$ cat src/rtl/llsc_pkg.sv
package llsc_pkg;
  typedef enum logic {
    OP_LOAD_LINK  = 1'b0,
    OP_STORE_COND = 1'b1
  } llsc_op_e;

  localparam int unsigned WORD_LSB = 2;
endpackage

$ cat src/rtl/llsc_agu.sv
module llsc_agu #(
  parameter int unsigned ADDR_W = 32,
  parameter int unsigned OFF_W  = 16
) (
  input  logic [ADDR_W-1:0] base,
  input  logic [OFF_W-1:0]  off,
  output logic [ADDR_W-1:0] eff
);
  localparam int unsigned EXT_W = ADDR_W - OFF_W;

  logic [ADDR_W-1:0] off_ext;

  always_comb begin
    off_ext = {{EXT_W{off[OFF_W-1]}}, off};
    eff     = base + off_ext;
  end
endmodule

$ cat src/rtl/llsc_resv.sv
module llsc_resv #(
  parameter int unsigned ADDR_W = 32,
  parameter int unsigned LSB    = 2
) (
  input  logic              clk,
  input  logic              rst_n,
  input  logic              arm,
  input  logic [ADDR_W-1:0] arm_addr,
  input  logic              consume,
  input  logic              snp_valid,
  input  logic [ADDR_W-1:0] snp_addr,
  input  logic              eret,
  output logic              live,
  output logic              armed,
  output logic [ADDR_W-1:0] held_word
);
  logic              flag_q;
  logic [ADDR_W-1:0] word_q;
  logic              hit;

  always_comb begin
    hit   = snp_valid && ((snp_addr >> LSB) == word_q);
    live  = flag_q && !hit && !eret;
    armed = flag_q;
    held_word = word_q;
  end

  always_ff @(posedge clk) begin
    if (!rst_n) begin
      flag_q <= 1'b0;
      word_q <= '0;
    end else if (arm) begin
      flag_q <= 1'b1;
      word_q <= arm_addr >> LSB;
    end else if (consume || hit || eret) begin
      flag_q <= 1'b0;
    end
  end

  p_ll_records_r2: assert property (@(posedge clk) disable iff (!rst_n)
    arm |=> flag_q && (word_q == ($past(arm_addr) >> LSB)));
  p_snoop_clears_r3: assert property (@(posedge clk) disable iff (!rst_n)
    (snp_valid && ((snp_addr >> LSB) == word_q) && !arm) |=> !flag_q);
  p_eret_clears_r6: assert property (@(posedge clk) disable iff (!rst_n)
    (eret && !arm) |=> !flag_q);
  p_reset_clears_r8: assert property (@(posedge clk)
    !rst_n |=> (!flag_q && word_q == '0));
endmodule

$ cat src/rtl/llsc_resp.sv
module llsc_resp #(
  parameter int unsigned ADDR_W = 32,
  parameter int unsigned DATA_W = 64
) (
  input  logic              clk,
  input  logic              rst_n,
  input  logic              in_fire,
  output logic              in_ready,
  input  logic              in_op,
  input  logic [ADDR_W-1:0] in_addr,
  input  logic              in_commit,
  input  logic [DATA_W-1:0] in_result,
  output logic              out_valid,
  input  logic              out_ready,
  output logic              out_op,
  output logic [ADDR_W-1:0] out_addr,
  output logic              out_commit,
  output logic [DATA_W-1:0] out_result
);
  logic              vld_q;
  logic              op_q;
  logic [ADDR_W-1:0] addr_q;
  logic              cmt_q;
  logic [DATA_W-1:0] res_q;

  always_comb begin
    in_ready   = !vld_q || out_ready;
    out_valid  = vld_q;
    out_op     = op_q;
    out_addr   = addr_q;
    out_commit = cmt_q;
    out_result = res_q;
  end

  always_ff @(posedge clk) begin
    if (!rst_n) begin
      vld_q  <= 1'b0;
      op_q   <= 1'b0;
      addr_q <= '0;
      cmt_q  <= 1'b0;
      res_q  <= '0;
    end else if (in_fire) begin
      vld_q  <= 1'b1;
      op_q   <= in_op;
      addr_q <= in_addr;
      cmt_q  <= in_commit;
      res_q  <= in_result;
    end else if (out_ready) begin
      vld_q  <= 1'b0;
    end
  end

  p_hold_stalled_r9: assert property (@(posedge clk) disable iff (!rst_n)
    (vld_q && !out_ready) |=> (vld_q && $stable(addr_q) && $stable(res_q)
                               && $stable(cmt_q) && $stable(op_q)));
  p_one_cycle_latency_r9: assert property (@(posedge clk) disable iff (!rst_n)
    in_fire |=> vld_q);
endmodule

$ cat src/rtl/llsc_monitor.sv
module llsc_monitor #(
  parameter int unsigned ADDR_W = 32,
  parameter int unsigned OFF_W  = 16,
  parameter int unsigned WORD_W = 32,
  parameter int unsigned DATA_W = 64
) (
  input  logic              clk,
  input  logic              rst_n,
  input  logic              req_valid,
  output logic              req_ready,
  input  logic              req_op,
  input  logic [ADDR_W-1:0] req_base,
  input  logic [OFF_W-1:0]  req_off,
  input  logic [WORD_W-1:0] req_word,
  input  logic              snp_valid,
  input  logic [ADDR_W-1:0] snp_addr,
  input  logic              eret,
  output logic              rsp_valid,
  input  logic              rsp_ready,
  output logic              rsp_op,
  output logic [ADDR_W-1:0] rsp_addr,
  output logic              rsp_commit,
  output logic [DATA_W-1:0] rsp_result
);
  import llsc_pkg::*;

  localparam int unsigned SEXT_W = DATA_W - WORD_W;
  localparam int unsigned ZEXT_W = DATA_W - 1;

  logic              fire, do_ll, do_sc, live, armed, commit, ready_int;
  logic [ADDR_W-1:0] eff, held_word;
  logic [DATA_W-1:0] result;
  llsc_op_e          op;

  llsc_agu #(.ADDR_W(ADDR_W), .OFF_W(OFF_W)) u_agu (
    .base(req_base), .off(req_off), .eff(eff)
  );

  always_comb begin
    op     = llsc_op_e'(req_op);
    fire   = req_valid && ready_int;
    do_ll  = fire && (op == OP_LOAD_LINK);
    do_sc  = fire && (op == OP_STORE_COND);
    commit = do_sc && live;
    if (op == OP_LOAD_LINK) result = {{SEXT_W{req_word[WORD_W-1]}}, req_word};
    else                    result = {{ZEXT_W{1'b0}}, commit};
    req_ready = ready_int;
  end

  llsc_resv #(.ADDR_W(ADDR_W), .LSB(WORD_LSB)) u_resv (
    .clk(clk), .rst_n(rst_n),
    .arm(do_ll), .arm_addr(eff), .consume(do_sc),
    .snp_valid(snp_valid), .snp_addr(snp_addr), .eret(eret),
    .live(live), .armed(armed), .held_word(held_word)
  );

  llsc_resp #(.ADDR_W(ADDR_W), .DATA_W(DATA_W)) u_resp (
    .clk(clk), .rst_n(rst_n),
    .in_fire(fire), .in_ready(ready_int),
    .in_op(req_op), .in_addr(eff), .in_commit(commit), .in_result(result),
    .out_valid(rsp_valid), .out_ready(rsp_ready), .out_op(rsp_op),
    .out_addr(rsp_addr), .out_commit(rsp_commit), .out_result(rsp_result)
  );

  p_sc_snoop_fail_r7: assert property (@(posedge clk) disable iff (!rst_n)
    (req_valid && req_ready && req_op && snp_valid
     && ((snp_addr >> WORD_LSB) == held_word)) |=> !rsp_commit);
  p_sc_needs_armed_r4: assert property (@(posedge clk) disable iff (!rst_n)
    (req_valid && req_ready && req_op && !armed) |=> !rsp_commit);
  p_commit_only_sc_r5: assert property (@(posedge clk) disable iff (!rst_n)
    (rsp_valid && rsp_commit) |-> rsp_op);
endmodule

$ cat config.mk
export PLATFORM = sky130hd
export DESIGN_NAME = llsc_monitor
export DESIGN_NICKNAME = d
export VERILOG_FILES = /design/src/rtl/llsc_pkg.sv /design/src/rtl/llsc_agu.sv /design/src/rtl/llsc_resv.sv /design/src/rtl/llsc_resp.sv /design/src/rtl/llsc_monitor.sv
export SDC_FILE = /design/constraint.sdc
export NUM_CORES = 1
export LEC_CHECK = 0
export ABC_AREA = 1
export CORE_ASPECT_RATIO = 1.2
export CORE_MARGIN = 2
export CORE_UTILIZATION = 40
export DETAILED_ROUTE_END_ITERATION = 8
export GPL_ROUTABILITY_DRIVEN = 0
export GPL_TIMING_DRIVEN = 0
export PLACE_DENSITY = 0.8
export SLEW_MARGIN = 20
export SYNTH_ARGS = -nofsm -noshare
export SYNTH_HDL_FRONTEND = slang
export SYNTH_SLANG_ARGS = --single-unit
export TNS_END_PERCENT = 50
$ cat constraint.sdc
create_clock -name clk -period 4.5 [get_ports clk]
set_clock_uncertainty 0.05 [all_clocks]
set_input_delay 0.9 -clock clk [delete_from_list [all_inputs] [get_ports clk]]
set_output_delay 0.9 -clock clk [all_outputs]
set_load 0.01 [all_outputs]
After elaboration in Yosys (flattened, before gate mapping)

Index checks and enable logic that the tools add are counted.

Register bits: 130
Output and inout port bits: 100

Add/subtract/negate cells: 1
Equality and inequality tests: 1
Muxes and demuxes: 5
Bitwise logic cells: 1
Reduce and logical (&&, ||, !) cells: 15

Operators by type and width:

| kind              | number |
|---|---|
| $mux 64           | 1 |
| $add 32x32->32    | 1 |
| $eq 30x30->1      | 1 |
| $logic_and 1x1->1 | 7 |
| $mux 1            | 4 |
| $reduce_bool 2->1 | 2 |
| $logic_not 1->1   | 3 |
| $logic_or 1x1->1  | 3 |
| $not 1->1         | 1 |

Longest topological paths before layout

Depth after elaboration: 8
Mapped depth: 13

Modules after synthesis

From an unflattened synthesis, not the netlist that was laid out.

Cells, all modules: 1279
Area total of the unflattened synthesis: 7802.5 um2

Modules (own cells, without submodules):

| module       | times used | cells an instance | area an instance (um2) | sequential area each (um2) |
|---|---|---|---|---|
| llsc_resp    | 1          | 430               | 3405.8                 | 1981.9 |
| llsc_agu     | 1          | 494               | 2384.8                 | 0.0 |
| llsc_resv    | 1          | 280               | 1692.9                 | 620.6 |
| llsc_monitor | 1          | 75                | 319.1                  | 0.0 |

Least setup slack after synthesis

Ideal clock, no wire load.

Path kind: input -> register
From: input req_base[0]
To: register u_resv.word_q[14] (netlist: u_resv.held_word[14])
Setup time: 109 ps
Arrival time: 2317 ps
Setup slack: 2023 ps
Stages on the path: 12
Buffers on the path: 0
Cells stage by stage: ha_1 > fa_1 > nand3_1 > nand3_1 > nand3_1 > nand3_2 > nand3_1 > nand2_1 > nand2_1 > nand3_1 > nand2_1 > inv_1

Longest elaborated chain between the ends: 1

Ends and longest elaborated chain:

| what                 | line               | text |
|---|---|---|
| start, declared      | llsc_monitor.sv:12 | `input logic [ADDR_W-1:0] req_base,` |
| $add 32x32->32       | llsc_agu.sv:15     | `eff = base + off_ext;` |
| end signal, assigned | llsc_resv.sv:34    | `word_q <= arm_addr >> LSB;` |
| end, declared        | llsc_resv.sv:18    | `logic [ADDR_W-1:0] word_q;` |

Every way passes these cells.
A chain may end at the register's enable or synchronous reset.

Worst setup path in the final report

From: input req_off[15]
To: register u_resp.addr_q[31] (netlist: u_resp.out_addr[31])

Longest elaborated chain between the ends: 1

Ends and longest elaborated chain:

| what                 | line               | text |
|---|---|---|
| start, declared      | llsc_monitor.sv:13 | `input logic [OFF_W-1:0] req_off,` |
| $add 32x32->32       | llsc_agu.sv:15     |  |
| end signal, assigned | llsc_resp.sv:45    | `addr_q <= in_addr;` |
| end, declared        | llsc_resp.sv:22    | `logic [ADDR_W-1:0] addr_q;` |

Every way passes these cells.

==> results.yml <==
floorplanning:
  fp.coreArea_um2: 16800
  die_h_um: 147
  top_level_ports: 219
  die_area_um2: 18100
  die_x_um: 123
  rows: 52
  start_util: 0.406
timing:
  setup_ws_ns: 1.28
  rsz0062_at_grt: "no"
  tns_ns: 0
  slew-limit-headroom: 0.346
  worstMarginPinSlew_ns: 0.979
  post-route-period-util: 0.715
  hold_viol: 0
  final_max_slew_viol_count: 0
  whs_ns: 0.428
  fmax_mhz: 311
  setup_viol: 0
  final.min_clock_period_ns: 3.22
layout:
  final_common_cell: "nand2_1"
  fillers: 1590
  layout-drive-gt1-share: 0.0834
  area_delta_synth_final_pct: 40.2
  antenna_cells: 0
  nNetsFinal: 1454
  final_cell_area_um2: 9550
  final_cell_mix: "307 x nand2_1, 215 x clkdlybuf4s50_1, 207 x inv_1, 99 x nor2_1, 98 x dfxtp_1"
placement:
  dpl_cell_area_um2: 9230
  place_ws_ns: 0.952
  hpwl_um: 17700
  numPortBuffers: 215
clock_network:
  clk_latency_ns: 0.34
  ctsResizeCount: 0
  cts_tree: "yes"
  cts_setup_buffers: 0
  cts_hold_buffers: 0
  clock_sinks: 98
  cts.clk_slew.worst_paths_ns: 0.07
  clockRootBuffer: "clkbuf_16"
  cts.path.max_buffers: 2
  htree_levels: 3
  numCtsBuffers: 9
global_route:
  grt_max_degree: 35
  grt_overflow: 0
  grt_first_pass_wirelength_um: 33100
  first_global_vias: 6890
  antenna_found_initial: 0
  grt_usage: 0.233
yosys:
  synth_top_area_frac: 0.288
  synth_seq_cells: 98
  synthTopCellsByArea: "dfxtp_1 29%, nand2_1 17%, inv_1 11%"
  synth_flop_cell: "dfxtp_1"
  yosysSeqAreaShare: 0.288
  syn_area_um2: 6810
  yosysWarnings: 0
  async_reset_ff_frac: 0
  synth_top_area_cell: "dfxtp_1"
  syn_inst: 1077
  syn_avg_cell_area_um2: 6.32
  synth_fp_nets: 1228
  synth_edf_count: 0
  ys_types: 35
worst_setup_path:
  critPathMaxFanout: 17
  start_kind: "input pin"
  worstSetupPathType: "in2reg"
  arrival_ns: 3.41
  r2r_slack_ns: 2.75
  required_ns: 4.69
  endpoint_kind: "flop"
run_status:
  status: "completed"
detailed_routing:
  first_pass_iters: 5
  met1Wirelength_um: 8310
  viasPerCell: 4.81
  route.met3.wl_um: 1300
  top_layer: "met4"
  wirelength_um: 21200
  met2RoutedLength_um: 10700
  routed-via-count: 7327
  dr.first_iter.drc_count: 377
  wl_per_cell_um: 13.9
  route.antenna.remaining_nets: 0
  drc_errors: 0
min_path:
  min_path_type: "reg2reg"
power:
  peakVddDrop_mv: 0.258
  powerDensity_nw_per_um2: 274
  p_leak_uw: 0.00490
flow_run:
  cap_viol_max_count: 0
area by class of cell:
class | instances | area, um2 | area share
tap | 216 | 270 | 0.0283
clock inverter | 6 | 90.1 | 0.00944
inverter | 216 | 811 | 0.0849
buffer | 58 | 392 | 0.0410
timing repair buffer | 215 | 2150 | 0.225
multi-input combinational | 705 | 3640 | 0.382
sequential | 98 | 1960 | 0.206
clock buffer | 9 | 225 | 0.0236
per-stage QoR:
step / std cells / total power [uW] / util
finish: 1523 / 2610 / 0.569
floorplan: 1077 / 1450 / -
global route: 1523 / 2750 / 0.569
CTS: 1523 / 2620 / 0.569
global placement: 1508 / 1790 / 0.550
detailed placement: 1508 / 1810 / 0.550
flip-flops by register name, summed over array words and instances (netlist names):
signal	cells
u_resv.armed	1
u_resp.out_commit	1
u_resp.out_valid	1
u_resp.out_result	32
u_resp.out_addr	32
u_resv.held_word	30
u_resp.out_op	1
synth_stat cells (all sizes together), types with 3 or more instances:
| master | number |
|---|---|
| o21ai | 30 |
| nand2 | 327 |
| ha | 31 |
| dfxtp | 98 |
| nand4 | 16 |
| and2 | 4 |
| a22o | 19 |
| a32o | 13 |
| xnor2 | 13 |
| a21o | 4 |
| xor2 | 9 |
| nor3 | 7 |
| nand3b | 3 |
| nand3 | 70 |
| inv | 216 |
| buf | 45 |
| nor2 | 109 |
| or2 | 3 |
| o21a | 3 |
| a21oi | 39 |
| clkbuf | 13 |
critical path, stage by stage:
cell,delay [ns]
clkdlybuf4s50_1,0.77
ha_1,0.56
nand2_1,0.16
inv_1,0.05
nand2_1,0.06
nand2_1,0.06
nand2_1,0.06
nand2_1,0.07
a21oi_1,0.29
nand2_1,0.12
nand2_1,0.08
nand3_1,0.10
nand2_1,0.07
inv_1,0.03
where the power goes:
| group | switching, uW | total [uW] | internal [uW] |
|---|---|---|---|
| registers | 41.8 | 972 | 931 |
| clock network | 335 | 821 | 486 |
| logic | 442 | 821 | 379 |
routing by layer:
| metal | vias to the layer above | GRT usage |
|---|---|---|
| li1 | 3742 | - |
| met2 | 271 | 0.436 |
| met5 | - | 0 |
| met4 | 0 | 0.104 |
| met3 | 49 | 0.0330 |
| met1 | 3265 | 0.255 |
logic make-up after synthesis:
| kind of cell | count (synthesis) | synth area share |
|---|---|---|
| AO/OA/AOI/OAI | 112 | 0.106 |
| buffers and inverters | 274 | 0.177 |
| adder cells (fa/ha/maj) | 32 | 0.0599 |
| flip-flops | 98 | 0.288 |
| AND/OR/NAND/NOR | 539 | 0.341 |
| XOR/XNOR | 22 | 0.0283 |
path summary, 6_finish.rpt:
kind / start / to / cells past startpoint
setup / recovery: req_off[15] / u_resp.out_addr[31]$_SDFFE_PN0P_ / 14
hold / removal: u_resp.out_commit$_SDFFE_PN0P_ / u_resp.out_commit$_SDFFE_PN0P_ / 2
setup reg to reg: u_resp.out_valid$_SDFFE_PN0P_ / u_resv.held_word[27]$_SDFFE_PN0P_ / 8
hold reg to reg: u_resp.out_commit$_SDFFE_PN0P_ / u_resp.out_commit$_SDFFE_PN0P_ / 2
Power figures use the tool's default switching activity.
